**config.mk**
```make
export PLATFORM = sky130hd
export DESIGN_NAME = sicg_pair_gen
export DESIGN_NICKNAME = d
export VERILOG_FILES = /design/src/rtl/sicg_pkg.sv /design/src/rtl/sicg_half_rate.sv /design/src/rtl/sicg_mask_ring.sv /design/src/rtl/sicg_sweep_ctrl.sv /design/src/rtl/sicg_pair_gen.sv
export SDC_FILE = /design/constraint.sdc
export NUM_CORES = 1
export LEC_CHECK = 0
export ABC_AREA = 1
export ABC_CLOCK_PERIOD_IN_PS = 3260
export CORE_ASPECT_RATIO = 1.1
export CORE_MARGIN = 10
export CORE_UTILIZATION = 40
export CTS_CLUSTER_DIAMETER = 40
export DETAILED_ROUTE_END_ITERATION = 6
export PLACE_DENSITY_LB_ADDON = 0.12
export SETUP_SLACK_MARGIN = 0.15
export SKIP_LAST_GASP = 1
export SLEW_MARGIN = 10
export SYNTH_ARGS = -nofsm -noshare
export SYNTH_HDL_FRONTEND = slang
export SYNTH_SLANG_ARGS = --single-unit
```
**constraint.sdc**
```tcl
create_clock -name clk -period 3.26 [get_ports clk]
set_input_delay 0.489 -clock clk [delete_from_list [all_inputs] [get_ports clk]]
set_output_delay 0.489 -clock clk [all_outputs]
set_load 0.005 [all_outputs]
```
**src/rtl/sicg_pkg.sv**
```systemverilog
// Shared types for the single-input-change pair generator.
// Assumes nothing beyond the enum below.
package sicg_pkg;
    typedef enum logic {
        PH_SINGLE = 1'b0,
        PH_DOUBLE = 1'b1
    } sicg_phase_e;
endpackage

```
**src/rtl/sicg_half_rate.sv**
```systemverilog
// Half-rate test clock model: a toggle flop that splits every test step
// into a first half (0) and a second half (1).
// Assumes a single functional clock; holds its value once hold is high.
module sicg_half_rate (
    input  logic clk,
    input  logic rst_n,
    input  logic en,
    input  logic hold,
    output logic half_o
);
    logic half_q;

    // Toggle once per enabled clock; clear on reset or enable drop.
    always_ff @(posedge clk) begin
        if (!rst_n)      half_q <= 1'b0;
        else if (!en)    half_q <= 1'b0;
        else if (!hold)  half_q <= ~half_q;
    end

    assign half_o = half_q;
endmodule

```
**src/rtl/sicg_mask_ring.sv**
```systemverilog
// One-hot rotating mask: starts at bit 0 and rotates toward bit 0 by one
// place per test step, with the low bit wrapping to the top.
// Assumes step is a single-cycle pulse once per test step.
module sicg_mask_ring #(
    parameter int W = 3
) (
    input  logic         clk,
    input  logic         rst_n,
    input  logic         en,
    input  logic         step,
    output logic [W-1:0] mask_o
);
    localparam logic [W-1:0] MASK_INIT = W'(1);

    logic [W-1:0] ring_q;

    // Rotate right on each step; reload the start value on clear.
    always_ff @(posedge clk) begin
        if (!rst_n)     ring_q <= MASK_INIT;
        else if (!en)   ring_q <= MASK_INIT;
        else if (step)  ring_q <= {ring_q[0], ring_q[W-1:1]};
    end

    assign mask_o = ring_q;
endmodule

```
**src/rtl/sicg_sweep_ctrl.sv**
```systemverilog
// Sweep controller: a sub-counter of test steps, the slow binary counter,
// the phase flop and the done flop.
// Assumes step pulses once per test step and stops once done is high.
module sicg_sweep_ctrl
    import sicg_pkg::*;
#(
    parameter int W     = 3,
    parameter int RATIO = 6
) (
    input  logic         clk,
    input  logic         rst_n,
    input  logic         en,
    input  logic         step,
    output logic [W-1:0] cnt_o,
    output sicg_phase_e  phase_o,
    output logic         done_o
);
    localparam int              SUB_W   = (RATIO > 1) ? $clog2(RATIO) : 1;
    localparam logic [SUB_W-1:0] SUB_LAST = SUB_W'(RATIO - 1);
    localparam logic [W-1:0]     CNT_MAX  = {W{1'b1}};

    logic [SUB_W-1:0] sub_q;
    logic [W-1:0]     cnt_q;
    sicg_phase_e      phase_q;
    logic             done_q;
    logic             wrap;

    assign wrap = step && (sub_q == SUB_LAST);

    // Count steps within one counter value.
    always_ff @(posedge clk) begin
        if (!rst_n || !en)  sub_q <= '0;
        else if (wrap)      sub_q <= '0;
        else if (step)      sub_q <= sub_q + 1'b1;
    end

    // Advance the slow counter once per RATIO steps.
    always_ff @(posedge clk) begin
        if (!rst_n || !en)  cnt_q <= '0;
        else if (wrap)      cnt_q <= cnt_q + 1'b1;
    end

    // Move to the double-change phase when the first sweep wraps.
    always_ff @(posedge clk) begin
        if (!rst_n || !en)                                       phase_q <= PH_SINGLE;
        else if (wrap && cnt_q == CNT_MAX && phase_q == PH_SINGLE) phase_q <= PH_DOUBLE;
    end

    // Flag completion when the second sweep wraps.
    always_ff @(posedge clk) begin
        if (!rst_n || !en)                                       done_q <= 1'b0;
        else if (wrap && cnt_q == CNT_MAX && phase_q == PH_DOUBLE) done_q <= 1'b1;
    end

    assign cnt_o   = cnt_q;
    assign phase_o = phase_q;
    assign done_o  = done_q;
endmodule

```
**src/rtl/sicg_pair_gen.sv**
```systemverilog
// Top of the single-input-change pair generator. It combines the half-rate
// toggle, the mask ring and the sweep controller into the test word.
// Assumes one functional clock and a synchronous active-low reset.
module sicg_pair_gen
    import sicg_pkg::*;
#(
    parameter int W     = 3,
    parameter int RATIO = 6
) (
    input  logic         clk,
    input  logic         rst_n,
    input  logic         bist_en,
    output logic [W-1:0] tpat_o,
    output logic         dual_phase_o,
    output logic         sweep_done_o
);
    logic         half_q;
    logic [W-1:0] mask_q;
    logic [W-1:0] cnt_q;
    sicg_phase_e  phase_q;
    logic         done_q;
    logic         step;

    // A step ends on the second half of the test clock.
    assign step = bist_en && half_q && !done_q;

    sicg_half_rate u_half (
        .clk    (clk),
        .rst_n  (rst_n),
        .en     (bist_en),
        .hold   (done_q),
        .half_o (half_q)
    );

    sicg_mask_ring #(.W(W)) u_ring (
        .clk    (clk),
        .rst_n  (rst_n),
        .en     (bist_en),
        .step   (step),
        .mask_o (mask_q)
    );

    sicg_sweep_ctrl #(.W(W), .RATIO(RATIO)) u_sweep (
        .clk     (clk),
        .rst_n   (rst_n),
        .en      (bist_en),
        .step    (step),
        .cnt_o   (cnt_q),
        .phase_o (phase_q),
        .done_o  (done_q)
    );

    // Form the test word from the counter and the (gated) mask.
    always_comb begin
        if (!bist_en || done_q)       tpat_o = '0;
        else if (phase_q == PH_DOUBLE) tpat_o = cnt_q ^ mask_q;
        else                          tpat_o = cnt_q ^ (mask_q & {W{half_q}});
    end

    assign dual_phase_o = (phase_q == PH_DOUBLE);
    assign sweep_done_o = done_q;
endmodule

```
* Word level (Yosys, flattened, before mapping)
Index checks and enable logic that the tools add are counted.
Storage, ports and cells: logic and storage cells 30, input bits 3, output and inout bits 5, bits in registers 12
Cells by class: bitwise operators 5, equality and inequality tests 2, reductions and logical operators 13, add/subtract/negate cells 2, multiplexer cells 2
Operators by type and width (number):
- 3-bit by 1-bit adder with 3-bit output (second input constant) | 2
- 3-bit == test (second input constant) | 2
- 1-bit logical AND | 6
- 3-bit two-way mux | 2
- 3-bit XOR | 2
- 3-bit AND | 1
- 1-bit logical NOT | 3
- 1-bit logical OR | 2
- 1-bit NOT | 2
- 2-bit AND reduction | 1
- 2-bit OR reduction | 1

* Depth between registers and ports, before layout
word-level depth 5, depth in mapped cells 7, mapped depth without buffers 7

* Cells and area by module
From an unflattened synthesis, not the netlist that was laid out.
Unflattened totals: cells, all modules 87, area, all modules 625.6 sq um
Modules (own cells, without submodules):
- sicg_sweep_ctrl | cells an instance 42, area each 366.6 sq um, seq. area each 160.2 sq um, instances 1
- sicg_mask_ring | cells an instance 19, area each 123.9 sq um, seq. area each 60.1 sq um, instances 1
- sicg_pair_gen | cells an instance 18, area each 86.3 sq um, seq. area each 0.0 sq um, instances 1
- sicg_half_rate | cells an instance 8, area each 48.8 sq um, seq. area each 20.0 sq um, instances 1

* Worst setup path after synthesis
Ideal clock, no wire load.
path kind register to output, from register u_half.half_q, in the netlist u_half.half_o, to output tpat_o[2], path buffers 0, setup slack 1.945 ns, required time 2.771 ns, stages on the path, launching flop included 5, arrival 0.826 ns, path through dfxtp_1 nor2_1 nor2_1 nor2_1 nor3b_1
On the way: longest elaborated chain between the ends 4
RTL lines:
- from (decl) | line sicg_half_rate.sv:11 | logic half_q;
- from (signal assigned) | line sicg_half_rate.sv:17 | else if (!hold) half_q <= ~half_q;
- 3-bit AND | line sicg_pair_gen.sv:57 | else tpat_o = cnt_q ^ (mask_q & {W{half_q}});
- 3-bit XOR | line sicg_pair_gen.sv:57
- 3-bit two-way mux | line sicg_pair_gen.sv:56 | else if (phase_q == PH_DOUBLE) tpat_o = cnt_q ^ mask_q;
- 3-bit two-way mux | line sicg_pair_gen.sv:55 | if (!bist_en || done_q) tpat_o = '0;
- to (decl) | line sicg_pair_gen.sv:13 | output logic [W-1:0] tpat_o,
No other way between the ends.

* Final worst setup path
from input bist_en, to output tpat_o[2]
On the way: longest elaborated chain between the ends 3
RTL lines:
- from (decl) | line sicg_pair_gen.sv:12 | input logic bist_en,
- 1-bit logical NOT | line sicg_pair_gen.sv:55
- 1-bit logical OR | line sicg_pair_gen.sv:55
- 3-bit two-way mux | line sicg_pair_gen.sv:55
No other way between the ends.

==> results list <==
- The run finished with clean final reports.
- Detailed routing inserted a total of 493 vias.
- Max_slew headroom: 0.839
* CTS H-tree depth: 1
* Count of cells along the worst register-to-register path: 5
* Via count of the first global-routing pass: 452
* Maximum clock frequency: 420 MHz
- Die Footprint: 0.00339 sq mm
- During placement, the flow inserted port buffers numbering 7.
- Largest net degree at the start of global routing: 8
* Gp weighted congestion: 0.730
* Detailed-route vias per instance: 4.79
- Once detail routing completed, the nets flagged for antenna violations numbered 0.
- The worst hold path belongs to the class flip-flop to flip-flop.
- STA classifies the critical path startpoint as an input pin.
- Number of top-level pins: 8
* Mean cell area of the mapped netlist: about 7.6 sq um
* Data required time of the critical path: 2.77 ns
- The HPWL after detailed placement is 875 um.
- Initial standard-cell utilization of the core: 0.428
* Setup repair after global routing missed its margin: false
* Hold path endpoint: u_ring.mask_o[1]$_SDFFE_PN0P_
- For the worst-skew pair, the clock arrives at the later sink with an insertion delay of 0.27 ns.
- Wire length of the first global-routing pass: 1.83 mm
- Initial antenna violation count: 0
- Arrival time at the worst endpoint: between 1.5 and 2 ns
* Drt initial violations: 7
* Count of max-cap constraint violations: 0
- Number of core rows: 14
- The number of hold violations in the final report was 0.
- At the end of the flow, the number of nets in the layout was 96.
- Share of the clock period used by the worst path after layout: 0.730
- Post-synthesis sequential area ratio: 0.411
- Along the worst path, the maximum fanout reaches 4.
- The worst hold path passes through 2 cells.
- In this run the horizontal extent of the chip is 56.4 um.
- VDD sags by at most 0.165 mV.
- The area growth from synthesis to layout is 19.3%.
* Hold path startpoint: u_ring.mask_o[2]$_SDFFE_PN0P_
- Post-cts sizing count: 0
* Cts bufs inserted: 3
- For this design, the CTS-stage hold fixing added 0 buffers.
- Critical path capture point type: output pin
- Measured slew at the worst slew-check pin: between 0.2 and 0.25 ns
* Drt first pass iters: 4
- Worst reg-to-reg setup slack: 2.15 ns
* Cell count after synthesis: 77
* Minimum clock period: 2.38 ns
- Of the cells placed in the final design, the portion with a size suffix greater than 1 is 0.103.
- Cell Area, Synth: 584 sq um
- Counting flops and latches in the post-synthesis netlist gives 12.
* Capturing point of the worst reg2reg path: u_sweep.sub_q[0]$_SDFFE_PP0P_
* Final Slew Violations: 0
- Overall power consumption after layout is estimated at 259 uW.
- Total nets after synthesis: 84
- Power Dens Cells: 371 mW/mm^2
- Placeable Area: around 0.0014 sq mm
* Per-cell routed wire length: 10.8 um
- Type of the setup path with the least slack: input pin to output pin
- Number of different library cells in the post-synthesis netlist: 19
- The repair_antennas step left the layout with diodes totalling 0.
- Leakage: 0.282 nW
- The Yosys step of the flow raised 0 warnings.
* Layout Skew: between 0.0009 and 0.001 ns
- Accumulated negative setup slack: 0 ns
- After clock tree synthesis, the clock-pin slew on the worst setup and hold paths is 0.07 ns.
- Root Buffer: sky130_fd_sc_hd__clkbuf_4
- Number of clock sinks: 12
* Fillers: 137
* Worst r2r src: u_half.half_o$_SDFFE_PN0N_
- For this block, the routed nets add up to 1.12 mm of wire.
* Maximum root-to-sink buffer count: 2
* Final setup violation count: 0
- Across every metal layer, demand over resource in global routing totals 0.0680.
- TritonCTS built the clock tree.
- Total grt overflow: 0
- For this run, design rule violations remaining after detail routing come to 0.
- Buffers inserted by post-CTS timing repair: 0
* Chip height: roughly 60 um
[worst max path at each step]
stage                     end                       start  slack [ns]
floorplan           tpat_o[2]  u_half.half_o$_SDFFE_PN0N_        1.95
finish              tpat_o[2]                     bist_en        0.88
CTS                 tpat_o[2]                     bist_en        0.87
detailed placement  tpat_o[2]                     bist_en        0.87
global route        tpat_o[2]                     bist_en        0.80
global placement    tpat_o[2]                     bist_en        0.90
[cell families after synthesis]
group / after synthesis / synth area share
buf+inv: 9 / 0.0578
fa+ha+maj: 4 / 0.0857
simple gates: 36 / 0.285
xor+xnor: 3 / 0.0450
compound gates: 13 / 0.116
flops: 12 / 0.411
[report_power, final]
part	switching, mW	total (mW)	internal [mW]
Clock	0.0479	0.0906	0.0427
Sequential	0.00195	0.151	0.149
Combinational	0.0104	0.0175	0.00716
Total	0.0602	0.259	0.199
[sequential cells by signal, summed over array words and instances (netlist names)]
name	cells
u_half.half_o	1
u_sweep.done_o	1
u_sweep.sub_q	3
u_sweep.phase_o	1
u_ring.mask_o	3
u_sweep.cnt_o	3
[layout by cell type (no fill, tap or decap)]
cell,n
sky130_fd_sc_hd__a21oi_1,6
sky130_fd_sc_hd__clkbuf_4,3
sky130_fd_sc_hd__clkdlybuf4s50_1,7
sky130_fd_sc_hd__dfxtp_1,12
sky130_fd_sc_hd__ha_1,4
sky130_fd_sc_hd__inv_1,7
sky130_fd_sc_hd__inv_2,2
sky130_fd_sc_hd__nand2_1,11
sky130_fd_sc_hd__nand2_2,1
sky130_fd_sc_hd__nand3_2,1
sky130_fd_sc_hd__nand4_1,1
sky130_fd_sc_hd__nor2_1,15
sky130_fd_sc_hd__nor2_2,1
sky130_fd_sc_hd__nor2_4,1
sky130_fd_sc_hd__nor3_1,3
sky130_fd_sc_hd__nor3b_1,1
sky130_fd_sc_hd__o211ai_1,1
sky130_fd_sc_hd__o21ai_0,3
sky130_fd_sc_hd__o21ai_1,3
sky130_fd_sc_hd__or2_0,1
sky130_fd_sc_hd__xor2_1,3
[per-stage QoR]
stage                     instance area [sq um]  std cells  worst slack [ns]  hold WS [ns]  utilization
after floorplan                             584         77              1.95         0.441            -
after detailed placement                    674        100             0.870         0.475        0.494
after global placement                      674        100             0.899         0.473        0.494
after global routing                        697        103             0.803         0.517        0.510
after CTS                                   697        103             0.868         0.487        0.510
final                                       697        103             0.881         0.488        0.510
[layout make-up]
cell class                      instances  area (sq um)  area share
Multi-Input combinational cell         56           310       0.445
Timing Repair Buffer                    7          70.1       0.101
Clock buffer                            3          22.5      0.0323
Inverter                                9          33.8      0.0485
Sequential cell                        12           240       0.345
Tap cell                               16          20.0      0.0287
[routing by layer]
metal | track usage | part of all wire
met5 | 0 | 0
met4 | 0.0412 | 0.030
met3 | 0.0275 | 0.041
met2 | 0.113 | 0.44
met1 | 0.0711 | 0.49
[worst max-delay path, stage by stage]
cell and delay [ns]:
sky130_fd_sc_hd__clkdlybuf4s50_1 0.54, sky130_fd_sc_hd__nand2_1 0.12, sky130_fd_sc_hd__nor3b_1 0.21, sky130_fd_sc_hd__clkdlybuf4s50_1 0.53
[Yosys cell counts]
cell type / n / area [sq um]
sky130_fd_sc_hd__inv_2: 2 / 7.51
sky130_fd_sc_hd__ha_1: 4 / 50.1
sky130_fd_sc_hd__nor2_1: 15 / 56.3
sky130_fd_sc_hd__nand4_1: 1 / 6.26
sky130_fd_sc_hd__xor2_1: 3 / 26.3
sky130_fd_sc_hd__nand2_1: 11 / 41.3
sky130_fd_sc_hd__o211ai_1: 1 / 7.51
sky130_fd_sc_hd__a21oi_1: 6 / 30.0
sky130_fd_sc_hd__o21ai_0: 3 / 15.0
sky130_fd_sc_hd__or2_0: 1 / 6.26
sky130_fd_sc_hd__nor2_2: 1 / 6.26
sky130_fd_sc_hd__inv_1: 7 / 26.3
sky130_fd_sc_hd__nor3_1: 3 / 15.0
sky130_fd_sc_hd__nor2_4: 1 / 11.3
sky130_fd_sc_hd__nand3_2: 1 / 10.0
sky130_fd_sc_hd__dfxtp_1: 12 / 240
sky130_fd_sc_hd__nand2_2: 1 / 6.26
sky130_fd_sc_hd__o21ai_1: 3 / 15.0
sky130_fd_sc_hd__nor3b_1: 1 / 7.51
No activity file was read; power rests on OpenSTA's default activity.
